[config.mk]
export PLATFORM = sky130hd
export DESIGN_NAME = gtimer_cmp
export DESIGN_NICKNAME = d
export VERILOG_FILES = /design/src/rtl/gtc_pkg.sv /design/src/rtl/gtc_access_gate.sv /design/src/rtl/gtc_regs.sv /design/src/rtl/gtc_compare.sv /design/src/rtl/gtimer_cmp.sv
export SDC_FILE = /design/constraint.sdc
export NUM_CORES = 1
export LEC_CHECK = 0
export CAP_MARGIN = 20
export CORE_MARGIN = 3
export CORE_UTILIZATION = 44
export DETAILED_ROUTE_END_ITERATION = 10
export DONT_BUFFER_PORTS = 1
export HOLD_SLACK_MARGIN = 0.02
export PLACE_DENSITY = 0.68
export REMOVE_ABC_BUFFERS = 1
export SYNTH_ARGS = -nofsm -noshare
export SYNTH_HDL_FRONTEND = slang
export SYNTH_SLANG_ARGS = --single-unit
[constraint.sdc]
create_clock -name clk -period 7.7 [get_ports clk]
set_input_delay 0.385 -clock clk [delete_from_list [all_inputs] [get_ports clk]]
set_output_delay 0.385 -clock clk [all_outputs]
set_load 0.05 [all_outputs]
[src/rtl/gtc_pkg.sv]
`timescale 1ns/1ps
package gtc_pkg;

    typedef enum logic [1:0] {
        PRV_U = 2'b00,
        PRV_S = 2'b01,
        PRV_M = 2'b11
    } priv_e;

    typedef enum logic [1:0] {
        SEL_NONE = 2'd0,
        SEL_CMP  = 2'd1,
        SEL_DLT  = 2'd2
    } sel_e;

    // decoded access
    typedef struct packed {
        logic hit;
        sel_e sel;
        logic hi;
        logic illegal;
        logic virt_illegal;
    } acc_t;

    function automatic logic acc_ok(acc_t a);
        return a.hit && !a.illegal && !a.virt_illegal;
    endfunction

endpackage

[src/rtl/gtc_access_gate.sv]
`timescale 1ns/1ps
module gtc_access_gate
    import gtc_pkg::*;
#(
    parameter int AW = 12,
    parameter logic [AW-1:0] CMP_LO = 12'h208,
    parameter logic [AW-1:0] CMP_HI = 12'h209,
    parameter logic [AW-1:0] DLT_LO = 12'h605,
    parameter logic [AW-1:0] DLT_HI = 12'h615
) (
    input  logic          clk,
    input  logic          rst,
    input  logic [AW-1:0] addr,
    input  logic          req,
    input  logic [1:0]    priv,
    input  logic          virt,
    input  logic          narrow,
    input  logic          m_tm,
    input  logic          h_tm,
    output acc_t          acc
);

    logic hit_cmp, hit_dlt;

    always_comb begin
        hit_cmp = (addr == CMP_LO) || (addr == CMP_HI);
        hit_dlt = (addr == DLT_LO) || (addr == DLT_HI);
        acc     = '0;
        acc.sel = SEL_NONE;
        if (req && (hit_cmp || hit_dlt)) begin
            acc.hit = 1'b1;
            acc.sel = hit_cmp ? SEL_CMP : SEL_DLT;
            acc.hi  = (addr == CMP_HI) || (addr == DLT_HI);
            if (acc.hi && !narrow) begin
                acc.illegal = 1'b1;          // high half only exists in narrow mode
            end else if (priv == PRV_M) begin
                acc.illegal = 1'b0;
            end else if (priv != PRV_S) begin
                acc.illegal = 1'b1;
            end else if (virt) begin
                if (hit_dlt || !m_tm)
                    acc.illegal = 1'b1;      // machine level gate first
                else if (!h_tm)
                    acc.virt_illegal = 1'b1; // hypervisor level gate
            end
        end
    end

    // machine gate closed always yields the ordinary fault
    p_mgate_r7: assert property (@(posedge clk) disable iff (rst)
        (req && (addr == CMP_LO) && priv == PRV_S && virt && !m_tm)
        |-> (acc.illegal && !acc.virt_illegal));

    // at most one kind of fault per access
    p_one_fault_r8: assert property (@(posedge clk) disable iff (rst)
        $onehot0({acc.illegal, acc.virt_illegal}));

    // both gates open lets the guest through
    p_open_r9: assert property (@(posedge clk) disable iff (rst)
        (req && (addr == CMP_LO) && priv == PRV_S && virt && m_tm && h_tm)
        |-> (acc.hit && !acc.illegal && !acc.virt_illegal));

endmodule

[src/rtl/gtc_regs.sv]
`timescale 1ns/1ps
module gtc_regs
    import gtc_pkg::*;
#(
    parameter int W = 64
) (
    input  logic         clk,
    input  logic         rst,
    input  acc_t         acc,
    input  logic         wr,
    input  logic         narrow,
    input  logic [W-1:0] wdata,
    output logic [W-1:0] cmp_q,
    output logic [W-1:0] dlt_q,
    output logic [W-1:0] rdata
);

    localparam int HALF = W / 2;
    localparam int NREG = 2;

    for (genvar g = 0; g < NREG; g++) begin : g_reg
        localparam sel_e         MY   = (g == 0) ? SEL_CMP : SEL_DLT;
        localparam logic [W-1:0] INIT = (g == 0) ? {W{1'b1}} : {W{1'b0}};
        logic [W-1:0] q;
        logic         take;
        assign take = wr && acc_ok(acc) && (acc.sel == MY);
        always_ff @(posedge clk) begin
            if (rst)
                q <= INIT;
            else if (take) begin
                if (!narrow)
                    q <= wdata;
                else if (acc.hi)
                    q <= {wdata[HALF-1:0], q[HALF-1:0]};
                else
                    q <= {q[W-1:HALF], wdata[HALF-1:0]};
            end
        end
    end

    assign cmp_q = g_reg[0].q;
    assign dlt_q = g_reg[1].q;

    logic [W-1:0] src;
    always_comb begin
        src   = (acc.sel == SEL_CMP) ? cmp_q : dlt_q;
        rdata = '0;
        if (acc_ok(acc)) begin
            if (!narrow)
                rdata = src;
            else if (acc.hi)
                rdata = {{HALF{1'b0}}, src[W-1:HALF]};
            else
                rdata = {{HALF{1'b0}}, src[HALF-1:0]};
        end
    end

    // a faulting write leaves both registers untouched
    p_fault_hold_r11: assert property (@(posedge clk) disable iff (rst)
        (wr && acc.hit && (acc.illegal || acc.virt_illegal))
        |=> ($stable(cmp_q) && $stable(dlt_q)));

    // a high-half write keeps the low halves
    p_hi_keeps_lo_r1: assert property (@(posedge clk) disable iff (rst)
        (wr && acc.hit && acc.hi && !acc.illegal && !acc.virt_illegal)
        |=> ($stable(cmp_q[HALF-1:0]) && $stable(dlt_q[HALF-1:0])));

endmodule

[src/rtl/gtc_compare.sv]
`timescale 1ns/1ps
module gtc_compare #(
    parameter int W = 64
) (
    input  logic         clk,
    input  logic         rst,
    input  logic [W-1:0] now,
    input  logic [W-1:0] dlt,
    input  logic [W-1:0] cmp,
    output logic         lvl
);

    logic [W-1:0] guest_now;

    assign guest_now = now + dlt;   // wraps modulo 2^W

    always_ff @(posedge clk) begin
        if (rst)
            lvl <= 1'b0;
        else
            lvl <= (guest_now >= cmp);
    end

    // a zero compare value is always reached one cycle later
    p_zero_cmp_r2: assert property (@(posedge clk) disable iff (rst)
        (cmp == '0) |=> lvl);

endmodule

[src/rtl/gtimer_cmp.sv]
`timescale 1ns/1ps
module gtimer_cmp
    import gtc_pkg::*;
#(
    parameter int AW = 12,
    parameter int W  = 64,
    parameter logic [AW-1:0] CMP_LO = 12'h208,
    parameter logic [AW-1:0] CMP_HI = 12'h209,
    parameter logic [AW-1:0] DLT_LO = 12'h605,
    parameter logic [AW-1:0] DLT_HI = 12'h615
) (
    input  logic          clk,
    input  logic          rst,
    input  logic [AW-1:0] csr_addr,
    input  logic [W-1:0]  csr_wdata,
    input  logic          csr_rd,
    input  logic          csr_wr,
    input  logic [1:0]    priv_mode,
    input  logic          virt_on,
    input  logic          narrow_xlen,
    input  logic [W-1:0]  mtime,
    input  logic          inj_tip,
    input  logic          m_tm_en,
    input  logic          h_tm_en,
    output logic [W-1:0]  csr_rdata,
    output logic          fault_illegal,
    output logic          fault_virtual,
    output logic          guest_tip
);

    acc_t         acc;
    logic [W-1:0] cmp_q, dlt_q;
    logic         lvl;

    gtc_access_gate #(
        .AW(AW), .CMP_LO(CMP_LO), .CMP_HI(CMP_HI),
        .DLT_LO(DLT_LO), .DLT_HI(DLT_HI)
    ) gate_i (
        .clk(clk), .rst(rst), .addr(csr_addr), .req(csr_rd || csr_wr),
        .priv(priv_mode), .virt(virt_on), .narrow(narrow_xlen),
        .m_tm(m_tm_en), .h_tm(h_tm_en), .acc(acc)
    );

    gtc_regs #(.W(W)) regs_i (
        .clk(clk), .rst(rst), .acc(acc), .wr(csr_wr), .narrow(narrow_xlen),
        .wdata(csr_wdata), .cmp_q(cmp_q), .dlt_q(dlt_q), .rdata(csr_rdata)
    );

    gtc_compare #(.W(W)) cmp_i (
        .clk(clk), .rst(rst), .now(mtime), .dlt(dlt_q), .cmp(cmp_q), .lvl(lvl)
    );

    assign fault_illegal = acc.illegal;
    assign fault_virtual = acc.virt_illegal;
    assign guest_tip     = inj_tip || lvl;

endmodule

Word level (Yosys, flattened, before mapping)
Cells that the tools add are included.
{ "classes": {"addsub": 1, "multipliers": 0, "div": 0, "n_lt_le_gt_ge": 1, "n_eq_ne": 10, "shift": 0, "muxes": 18, "bitwise": 0, "reduce_logical": 22} }
{ "ops": {"columns": ["op", "count"], "rows": [
  ["$mux W64", 5],
  ["$add A64 B64 Y64", 1],
  ["$ge A64 B64 Y1", 1],
  ["$mux W32", 1],
  ["$eq A12 B10 Y1 const B", 2],
  ["$eq A12 B11 Y1 const B", 2],
  ["$mux W1", 9],
  ["$reduce_and A2 Y1", 4],
  ["$logic_and A1 B1 Y1", 7],
  ["$logic_or A1 B1 Y1", 7],
  ["$mux W6", 1],
  ["$eq A2 B2 Y1 const B", 2],
  ["$logic_not A1 Y1", 4],
  ["$mux W2", 2],
  ["$ne A2 B1 Y1 const B", 2],
  ["$eq A2 B1 Y1 const B", 1],
  ["$ne A2 B2 Y1 const B", 1]
]} }
{ "totals": {"ff_bits": 129, "latch_bits": 0, "ramBits": 0, "mem_bits_ro": 0, "inputBits": 151, "elab_cells": 57, "n_memories": 0} }

Longest topological paths before layout
{ "logic_depth": {"word_depth": 15, "ltp_mapped": 23} }

By module
A second synthesis with hierarchy kept.
{ "unflattened": {"hier_cells": 1523, "hier_area_um2": 12515.8} }
{ "by_module_without_submodules": {"columns": ["module", "instances", "cells_per_inst", "area_each_um2", "seq_area_each_um2"], "rows": [
  ["gtc_regs", 1, 777, 7211.9, 2562.5],
  ["gtc_compare", 1, 721, 5094.9, 20.0],
  ["gtc_access_gate", 1, 23, 196.4, 0.0],
  ["gtimer_cmp", 1, 2, 12.5, 0.0]
]} }

Least setup slack after synthesis
OpenSTA, ideal clock, no wires.
{ "synth_timing": {"path_kind": "input to register", "from": "in mtime[36]", "to": "reg cmp_i.lvl", "t_arrival_ns": 4.254, "slack_ns": 3.328, "path_stages": 21, "path_buffers": 1, "path_cell_list": "ha_1 -> clkbuf_2 -> nand4_1 -> or4_1 -> or3_1 -> o22a_1 -> o211ai_1 -> a31oi_1 -> o31ai_1 -> xnor2_1 -> ha_1 -> a21o_1 -> a21o_1 -> a21o_1 -> a21o_1 -> a21o_1 -> a21oi_1 -> nor2b_1 -> o21ai_0 -> nand3_1 -> a32o_1"} }
{ "synth_between": {"elab_chain_len": 2} }
{ "synth_lines": {"columns": ["element", "line_no", "source"], "rows": [
  ["start, declared", "gtimer_cmp.sv:21", "input logic [W-1:0] mtime,"],
  ["$add A64 B64 Y64", "gtc_compare.sv:15", "assign guest_now = now + dlt;"],
  ["$ge A64 B64 Y1", "gtc_compare.sv:21", "lvl <= (guest_now >= cmp);"],
  ["end signal, assigned", "gtc_compare.sv:21", null],
  ["end, declared", "gtc_compare.sv:10", "output logic lvl"]
]} }
No other way between the ends.
A chain may end at the register's enable or synchronous reset.

Worst setup path in the final report
{ "layout_timing": {"from": "reg regs_i.g_reg[1].q[0] (netlist: regs_i.dlt_q[0])", "to": "reg cmp_i.lvl"} }
{ "layout_between": {"elab_chain_len": 2} }
{ "layout_lines": {"columns": ["element", "line_no", "source"], "rows": [
  ["start, declared", "gtc_regs.sv:24", "logic [W-1:0] q;"],
  ["start signal, assigned", "gtc_regs.sv:32", "q <= wdata;"],
  ["start signal, assigned", "gtc_regs.sv:34", "q <= {wdata[HALF-1:0], q[HALF-1:0]};"],
  ["start signal, assigned", "gtc_regs.sv:36", "q <= {q[W-1:HALF], wdata[HALF-1:0]};"],
  ["$add A64 B64 Y64", "gtc_compare.sv:15", null],
  ["$ge A64 B64 Y1", "gtc_compare.sv:21", null]
]} }
No other way between the ends.

==> impl_results.md <==
- Max Cap Viol: 0
- WS Path Type: reg2reg
- H-tree depth: 4
- Initial core utilization: 45.4%
- Metal2 WL: 18300 um
- Initial antenna violation count: 0
- Reg clk slew, reported paths: 60 ps
- Critical path data arrival time: 6000 ps
- P&R area growth vs syn: 6.25%
- Status: finished, final reports clean
- Yosys cell types: 65
- Pin count of the biggest net entering global routing: 65
- WHS Path Cells: 1
- VDD IR max: 99.1 uV
- Drt first pass iters: 8
- Overall Global Routing Usage: 26.6%
- Hold slack final: 48.1 ps
- Insertion delay of the later-clocked pin in the worst-skew pair: 420 ps
- Worst path max stage delay: 820 ps
- Post-cts sizing count: 0
- Post-synthesis async set-or-reset flop share: 0%
- Fmax: 176 MHz
- DIE AREA: 0.0283 sq mm
- Vias per inst: 6.20
- HP Class: in2reg
- Root Driver: clkbuf_16
- Remaining global-route overflow: 0
- Clock Skews: 5.92 ps
- Leakage power: 5.40 nW
- Top_reg_cell synth: dfxtp_1
- Crit. End Element: register
- Power, Total: 0.00162 W
- Cell count after synthesis: 1486
- WP buf/inv: 1
- Final Max Tran Viols: 0
- WL final: 38500 um
- Max_slew headroom: 22.8%
- Worst path slowest cell: o31ai_1
- Yosys reg bits: 129
- Routed len/inst: 21.8 um
- Die Span X: 168 um
- First-pass GRT wire length: 60400 um
- Number of buffers created by CTS: 17
- Mapped cell area: 0.0116 sq mm
- Crit Path Max Fanout: 4
- Vias post-DR: 11000
- Register area share after synthesis: 22.3%
- Cell Chain, Critical Path: ha_1 > inv_1 > fa_1 > nor2b_1 > o31a_1 > o22ai_1 > o31ai_1 > a31oi_1 > o21a_1 > o21ai_0 > a311o_1 > a31oi_1 > xnor2_1 > ha_1 > a21oi_1 > nor2b_1 > o21ai_0 > nand2b_1 > a21oi_1 > nor2b_1 > o211ai_1 > nand3_1 > a32o_1
- Crit start category: register
- Setup-failing EPs final: 0
- I/O Pins: 218
- Uppermost layer routed: met4
- R2r worst-path depth: 23
- DP Area: 0.0117 sq mm
- Layout cell share with drive strength beyond 1: 8.36%
- Final worst path period need: 5690 ps
- Final hold vios: 0
- Bufs on Longest Clock Path: 2
- Fillcell total: 2563
- Power per standard cell area: 131 mW/mm^2
- DR iter-0 viols: 735
- Yosys top cell area share: 22.3%
- Residual DRC: 0
- Finished Cell Area: 0.0123 sq mm
- Post-DP HPWL: 28700 um
- Nets@finish: 1703
- RSZ-0062 raised after global routing: false
- Most used cell, CP: nor2b_1
- Clock Sinks: 129
- Core area: 0.0255 sq mm
- Ys Warns: 0
- Final worst path period share: 73.9%
- DIE HEIGHT: 168 um
- Synth area leader: dfxtp_1
- Wl on met1: 16700 um
- ANT cells: 0
- Syn_area_per_cell: 7.80 sq um
- Cell count along the critical path: 23
- Gpl congestion: 0.970
- Worst EP required: 8010 ps
- Number of synthesized flops with an enable pin: 0
- Vias in the first global route: 10800
- Worst-margin pin slew: 1160 ps
- Synth area leaders: dfxtp_1, ha_1, nand2_1
- Routed length on met3: 2850 um
- Largest delay contributor family on the critical path: compound AO/OA/AOI/OAI gates
- ANT nets after route: 0
- IO buf count: 0
- Setup_tns: 0 ps
- Floorplan row count: 58
- CTS tree: done
-- power by group --
part / leakage (nW) / internal [W] / switching [W]
Combinational: 4.09 / 0.0000474 / 0.0000804
Clock: 0.272 / 0.000505 / 0.000318
Sequential: 1.04 / 0.000667 / 0.0000000487
-- worst paths after layout --
kind | start | end | slack (ps)
worst max-delay path | regs_i.dlt_q[0]$_SDFFE_PP0P_ | cmp_i.lvl$_SDFF_PP0_ | 2010
worst min-delay path | rst | regs_i.dlt_q[10]$_SDFFE_PP0P_ | 50
worst max register to register | regs_i.dlt_q[0]$_SDFFE_PP0P_ | cmp_i.lvl$_SDFF_PP0_ | 2010
worst min register to register | regs_i.dlt_q[2]$_SDFFE_PP0P_ | regs_i.dlt_q[2]$_SDFFE_PP0P_ | 470
-- flip-flops by register name, indices dropped and copies added, names as in the netlist --
signal / cells
cmp_i.lvl: 1
regs_i.cmp_q: 64
regs_i.dlt_q: 64
-- worst reg2reg max path: stages, from the launching register on --
cell and delay (ps):
dfxtp_1 350, ha_1 190, inv_1 60, fa_1 400, nor2b_1 190, o31a_1 240, o22ai_1 200, o31ai_1 820
a31oi_1 290, o21a_1 310, o21ai_0 490, a311o_1 380, a31oi_1 150, xnor2_1 160, ha_1 190, a21oi_1 140
nor2b_1 60, o21ai_0 160, nand2b_1 70, a21oi_1 150, nor2b_1 60, o211ai_1 210, nand3_1 110, a32o_1 210
-- metrics by stage --
stage          cells  utilization, %  setup WS [ps]
3_3_place_gp    1734            45.9           2270
6_report        1766            48.2           2010
3_5_place_dp    1734            45.9           2210
2_1_floorplan   1394               -           2070
5_1_grt         1766            48.2           1760
4_1_cts         1766            48.2           2210
-- cells in the mapped netlist, types with 8 or more instances --
master      n
clkbuf_1   76
xnor2_1    39
dfxtp_1   129
o21a_1     12
ha_1      127
a21oi_1   176
mux4_2     32
o211ai_1   70
a211oi_1    8
nand4_1    32
nor2_1     83
nand2_1   242
o21ai_0    49
nand3_1    12
nor2b_1    79
o31ai_1     9
inv_1      85
a211oi_2   28
xor2_1     23
nand2b_1    9
a21o_1     44
a31oi_1     8
o21bai_1   15
-- timing repair --
item | in CTS | in global routing
hold buffers | 1 | 0
endpoints found under the hold margin | 5 | 0
setup buffers | 0 | 0
-- layout by cell type (no fill, tap or decap), types with 8 or more instances in the layout --
master / instances
o21bai_1: 15
dfxtp_1: 129
inv_1: 84
nor2b_1: 79
nand2b_1: 8
nor2_1: 82
xor2_1: 23
nand2_1: 242
a31oi_1: 8
nand4_1: 32
ha_1: 127
nand3_1: 12
buf_4: 10
clkbuf_16: 17
o211ai_1: 70
a211oi_1: 8
a21oi_1: 176
a211oi_2: 28
o21ai_0: 48
o21a_1: 12
o31ai_1: 9
mux4_2: 32
a21o_1: 44
xnor2_1: 39
-- final cells by class --
type                            count  area (sq um)  area share [%]
Clock inverter                     11           140            1.14
Clock buffer                       20           437            3.54
Multi-Input combinational cell   1180          8340            67.7
Tap cell                          330           413            3.35
Sequential cell                   129          2580            21.0
Timing Repair Buffer               11          85.1           0.691
Inverter                           85           319            2.59
-- layer usage --
metal / global-route usage, % / up-vias
li1: - / 5197
met1: 34.7 / 5282
met2: 45.1 / 418
met3: 5.40 / 53
met4: 7.11 / 0
met5: 0 / -
-- kinds of logic after synthesis --
family,Yosys count,synth area share [%]
and+or+nand+nor,501,20.3
xor gates and xnor gates,62,4.68
buffers and inverters,177,6.13
DFF,129,22.3
adders and majority gates,128,13.9
muxes,33,6.30
AOI/OAI and AO/OA,456,26.5
No activity file was read; power rests on OpenSTA's default activity.
